<file path="src/rtl/brk_pkg.sv">
package brk_pkg;

    typedef enum logic [1:0] {
        CAUSE_NONE  = 2'b00,
        CAUSE_FETCH = 2'b01,
        CAUSE_LOAD  = 2'b10,
        CAUSE_STORE = 2'b11
    } cause_e;

    localparam int NUM_SLOTS   = 3;
    localparam int SLOT_FETCH  = 0;
    localparam int SLOT_LOAD   = 1;
    localparam int SLOT_STORE  = 2;

    // The cause code reported for each slot; a lower slot index has priority.
    function automatic cause_e slot_cause(input int idx);
        case (idx)
            SLOT_FETCH: return CAUSE_FETCH;
            SLOT_LOAD:  return CAUSE_LOAD;
            default:    return CAUSE_STORE;
        endcase
    endfunction

endpackage

</file>
<file path="src/rtl/brk_slot.sv">
module brk_slot #(
    parameter int AW = 32
) (
    input  logic          clk,
    input  logic          rst,
    input  logic          wr_en,
    input  logic [AW-1:0] wr_addr,
    input  logic          probe_vld,
    input  logic [AW-1:0] probe_addr,
    output logic          hit
);
    localparam logic [AW-1:0] LSB_MASK = {{(AW-1){1'b0}}, 1'b1};

    logic [AW-1:0] bp_q;

    always_ff @(posedge clk) begin
        if (rst)        bp_q <= LSB_MASK;
        else if (wr_en) bp_q <= wr_addr;
    end

    assign hit = probe_vld && !bp_q[0]
              && (((probe_addr ^ bp_q) & ~LSB_MASK) == '0);

    // an even write arms the watch at exactly that address from the next cycle
    a_r2_arm_match: assert property (@(posedge clk) disable iff (rst)
        wr_en && !wr_addr[0] |=>
            (hit == (probe_vld && probe_addr[AW-1:1] == $past(wr_addr[AW-1:1]))));

    // an odd write leaves the watch silent next cycle
    a_r3_disarm: assert property (@(posedge clk) disable iff (rst)
        wr_en && wr_addr[0] |=> !hit);

endmodule

</file>
<file path="src/rtl/brk_prio.sv">
module brk_prio
    import brk_pkg::*;
(
    input  logic                 clk,
    input  logic                 rst,
    input  logic [NUM_SLOTS-1:0] hits,
    output logic                 any_hit,
    output cause_e               cause
);
    always_comb begin
        cause = CAUSE_NONE;
        for (int i = NUM_SLOTS - 1; i >= 0; i--) begin
            if (hits[i]) cause = slot_cause(i);
        end
    end

    assign any_hit = |hits;

    // a fetch hit is always reported as the fetch cause
    a_r8_fetch_first: assert property (@(posedge clk) disable iff (rst)
        hits[SLOT_FETCH] |-> cause == CAUSE_FETCH);

    // any hit produces a non-empty cause
    a_r8_cause_set: assert property (@(posedge clk) disable iff (rst)
        any_hit |-> cause != CAUSE_NONE);

endmodule

</file>
<file path="src/rtl/brk_hold.sv">
module brk_hold
    import brk_pkg::*;
(
    input  logic   clk,
    input  logic   rst,
    input  logic   fire,
    input  cause_e fire_cause,
    input  logic   ack,
    output logic   req,
    output cause_e cause_out
);
    logic   held_q;
    cause_e cause_q;

    always_ff @(posedge clk) begin
        if (rst) begin
            held_q  <= 1'b0;
            cause_q <= CAUSE_NONE;
        end else if (ack) begin
            held_q  <= fire;
            cause_q <= fire_cause;
        end else if (!held_q && fire) begin
            held_q  <= 1'b1;
            cause_q <= fire_cause;
        end
    end

    assign req       = held_q | fire;
    assign cause_out = held_q ? cause_q : fire_cause;

    // without an acknowledge a raised request persists with its cause
    a_r7_hold: assert property (@(posedge clk) disable iff (rst)
        req && !ack |=> req && cause_out == $past(cause_out));

    // after an acknowledge with no new fire, only a fresh fire raises the request
    a_r9_ack_clear: assert property (@(posedge clk) disable iff (rst)
        ack && !fire |=> (req == fire));

endmodule

</file>
<file path="src/rtl/brk_watch.sv">
module brk_watch
    import brk_pkg::*;
#(
    parameter int AW = 32
) (
    input  logic          clk,
    input  logic          rst,
    input  logic          cfg_we,
    input  logic [1:0]    cfg_sel,
    input  logic [AW-1:0] cfg_addr,
    input  logic          fetch_vld,
    input  logic [AW-1:0] fetch_pc,
    input  logic          load_vld,
    input  logic          store_vld,
    input  logic [AW-1:0] mem_addr,
    input  logic          halt_ack,
    output logic          halt_req,
    output logic [1:0]    halt_cause
);
    logic [NUM_SLOTS-1:0] probe_vld;
    logic [NUM_SLOTS-1:0] hits;
    logic                 any_hit;
    cause_e               hit_cause;
    cause_e               out_cause;

    assign probe_vld[SLOT_FETCH] = fetch_vld;
    assign probe_vld[SLOT_LOAD]  = load_vld;
    assign probe_vld[SLOT_STORE] = store_vld;

    for (genvar g = 0; g < NUM_SLOTS; g++) begin : g_slot
        brk_slot #(.AW(AW)) u_slot (
            .clk        (clk),
            .rst        (rst),
            .wr_en      (cfg_we && (cfg_sel == 2'(g))),
            .wr_addr    (cfg_addr),
            .probe_vld  (probe_vld[g]),
            .probe_addr ((g == SLOT_FETCH) ? fetch_pc : mem_addr),
            .hit        (hits[g])
        );
    end

    brk_prio u_prio (
        .clk     (clk),
        .rst     (rst),
        .hits    (hits),
        .any_hit (any_hit),
        .cause   (hit_cause)
    );

    brk_hold u_hold (
        .clk        (clk),
        .rst        (rst),
        .fire       (any_hit),
        .fire_cause (hit_cause),
        .ack        (halt_ack),
        .req        (halt_req),
        .cause_out  (out_cause)
    );

    assign halt_cause = out_cause;

    // a hit is visible on the request in the same cycle
    a_r6_same_cycle: assert property (@(posedge clk) disable iff (rst)
        any_hit |-> halt_req);

    // no strobe, no hit
    a_r5_strobe_gate: assert property (@(posedge clk) disable iff (rst)
        !fetch_vld && !load_vld && !store_vld |-> hits == '0);

endmodule

</file>
<file path="config.mk">
export PLATFORM = sky130hd
export DESIGN_NAME = brk_watch
export DESIGN_NICKNAME = d
export VERILOG_FILES = /design/src/rtl/brk_pkg.sv /design/src/rtl/brk_slot.sv /design/src/rtl/brk_prio.sv /design/src/rtl/brk_hold.sv /design/src/rtl/brk_watch.sv
export SDC_FILE = /design/constraint.sdc
export NUM_CORES = 1
export LEC_CHECK = 0
export BUFFER_PORTS_ARGS = -buffer_cell sky130_fd_sc_hd__buf_2
export CAP_MARGIN = 20
export CORE_MARGIN = 2
export CORE_UTILIZATION = 49
export CTS_BUF_LIST = sky130_fd_sc_hd__clkbuf_4 sky130_fd_sc_hd__clkbuf_8
export CTS_CLUSTER_SIZE = 14
export DETAILED_ROUTE_END_ITERATION = 6
export PLACE_DENSITY = 0.77
export SLEW_MARGIN = 10
export SYNTH_ARGS = -nofsm -noshare
export SYNTH_HDL_FRONTEND = slang
export SYNTH_SLANG_ARGS = --single-unit
</file>
<file path="constraint.sdc">
create_clock -name clk -period 2.4 [get_ports clk]
set_input_delay 0.24 -clock clk [delete_from_list [all_inputs] [get_ports clk]]
set_output_delay 0.24 -clock clk [all_outputs]
set_load 0.03 [all_outputs]
</file>
==> flow_summary.toml <==
[status]
outcome = "finished clean"

[synthesis]
postSynthCellCount = 612
synth-seq-cells = 99
synth.distinct_cells = 34
syn_nets = 717
synth-async-reset-ratio_pct = 0
synth_area_leaders = "dfxtp_1 (42%), nand2_1 (17%), a21oi_1 (9.9%)"
synth_largest_area_cell = "dfxtp_1"
synth_top_area_share_pct = 41.8
synth_ff_type = "dfxtp_1"
syn_avg_cell_area_um2 = 7.75
synth_seq_area_share_pct = 41.8
syn_area_mm2 = 0.00474
yosysWarningCount = 0
synth_edf_count = 0

[critical_path]
cp-start-kind = "flop"
cp_max_fo = 3
cp.required_ps = 2160
end_kind = "primary output"
worstSetupPathType = "reg -> out"
reg2reg_slack_ps = 360
cp.arrival_ps = 2070

[placement]
io_buffer_count = 105
post_dp_cell_area_mm2 = 0.00538
hpwl_um = 11000
pre_cts_ws_ps = 229
place.gp.congestion = 1.02
dp_cells = 823

[clock_tree]
clk_path_buf_depth = 2
cts_made_buffers = 9
clock-sinks = 99
h-tree-depth = 3
cts_root_buf = "clkbuf_8"
clkTransAtPathRegs_ps = 90
cts_tree = "built"
insertion_delay_ps = 370

[cells_and_area]
fin_nets = 814
syn_to_final_growth_pct = 22.3
fillCellCount = 860
layout-drive-gt1-share_pct = 22.6
regArea_mm2 = 0.00199
fin_area_mm2 = 0.00580
diodes = 0
stdcell_count = 841
multi_input_area_mm2 = 0.00280

[route]
firstDrtPassIters = 5
drc = 0
totalWireLength_um = 14500
num_vias = 4587
drtIter0Drc = 288
avgViaCountPerCell = 5.45
avgRoutedWirePerCell_um = 17.2
ant_nets = 0

[global_route]
grt_pass1_vias = 4377
met2_usage_pct = 45.4
antenna_found_initial = 0
grt_pass1_wl_um = 22500
top_usage_layer = "met2"
grtUsageMet1_pct = 38.4
grt.total_usage_pct = 28.6
grt_max_degree = 48
grt-ovfl-total = 0
use_met3_pct = 5.20

[pwr]
power_leakage_uw = 0.00224
peakVddDrop_mv = 0.339
power_density_mw_per_mm2 = 586

[timing]
setup_viol = 0
holdWs_ps = 132
skew_ps = 13.9
maxSlewViolCount = 0
finalHoldViolations = 0
fin_crit_ps = 2310
tightest_slew_ps = 673
fin_setup_tns_ps = 0
fin_crit_sh_pct = 96.4
fmax_mhz = 432
layout_setup_ws_ps = 86.8
max-slew-margin-rel_pct = 55.2

[floorplanning]
rows = 35
die_w_um = 102
initial_utilization_pct = 50.9
design.die.area_mm2 = 0.0105
die-height_um = 102
core_mm2 = 0.00933
io_pins = 108

[job]
drv_cap = 0

[min_path]
hold_path.class = "in -> reg"
power by group:
group	switching, uW	total (uW)	internal [uW]
sequential	37.8	1730	1700
combinational	310	519	209
clock	574	1150	577
total	921	3400	2480
stage by stage:
stage          power (uW)  utilization, %
2_1_floorplan        2020               -
3_3_place_gp         2240            57.7
3_5_place_dp         2250            57.7
4_1_cts              3380            60.5
5_1_grt              3540            62.2
6_report             3400            62.2
worst max-delay path: stages, from the launching register on:
cell	delay, ps
dfxtp_4	370
xnor2_4	170
nor4bb_4	310
and4bb_2	260
and4_4	230
nor2_2	50
a22oi_2	170
buf_6	160
Yosys cell counts, types with 2 or more instances:
master / number
nand2_1: 218
dfxtp_1: 99
a21oi_1: 94
xnor2_1: 50
xor2_1: 43
clkbuf_1: 30
nor4_1: 26
nand4_1: 14
nand3b_1: 5
nor2_1: 5
nor4b_1: 3
and3b_1: 2
nand2b_1: 2
sequential cells by signal (all words and copies together), names as in the netlist:
register and cells:
u_hold.held_q 1, g_slot.u_slot.bp_q 96, u_hold.cause_q 2
metal layers:
| layer | part of all wire (%) | up-vias |
|---|---|---|
| li1 | - | 2224 |
| met1 | 42 | 2151 |
| met2 | 47 | 183 |
| met3 | 7.4 | 29 |
| met4 | 3.6 | 0 |
| met5 | 0 | - |
area by class of cell:
class,count,share of cell area [%]
sequential,99,34.3
clock inverter,5,1.36
timing repair buffer,118,11.2
multi-input combinational,480,48.2
tap,129,2.78
inverter,1,0.0647
clock buffer,9,2.13
cell families (layout without fill, tap and decap cells):
group                  after synthesis  after routing  share of synthesized area [%]
XOR/XNOR                            93             93                           17.2
AND/OR/NAND/NOR                    285            285                           26.7
buffers and inverters               33            133                           2.98
multiplexers                         1              1                          0.211
AO/OA/AOI/OAI                      101            101                           11.2
flip-flops                          99             99                           41.8
cell usage in the layout, fill, tap and decap left out, types with 2 or more instances in the layout:
cell type / synthesis / layout
buf_4: 0 / 12
nand2b_1: 2 / 2
nor2_1: 5 / 4
xor2_1: 43 / 40
nor4_1: 26 / 23
nor4_2: 0 / 3
xor2_2: 0 / 3
dfxtp_1: 99 / 96
and3b_1: 2 / 2
nand4_1: 14 / 14
a21oi_1: 94 / 94
nor4b_1: 3 / 2
nand2_1: 218 / 218
clkinv_2: 0 / 2
clkbuf_8: 1 / 9
dfxtp_2: 0 / 2
xnor2_1: 50 / 41
buf_2: 0 / 103
nand3b_1: 5 / 5
buf_6: 1 / 2
bufinv_16: 0 / 2
xnor2_2: 0 / 8
timing repair:
item | CTS | global route
hold buffers | 0 | 0
pin swaps | 5 | 18
setup buffers | 0 | 4
setup endpoints to repair | 3 | 3
gates resized for setup | 12 | 22
cloned | 0 | 0
worst paths after layout:
check	start	endpoint	cells after the start
worst max register to register	g_slot[0].u_slot.bp_q[2]	u_hold.cause_q[1]	6
worst min-delay path	cfg_addr[27]	g_slot[2].u_slot.bp_q[27]	3
worst max-delay path	g_slot[0].u_slot.bp_q[16]	halt_cause[0]	7
worst min register to register	g_slot[2].u_slot.bp_q[17]	g_slot[2].u_slot.bp_q[17]	2
(Power assumes the default switching activity.)
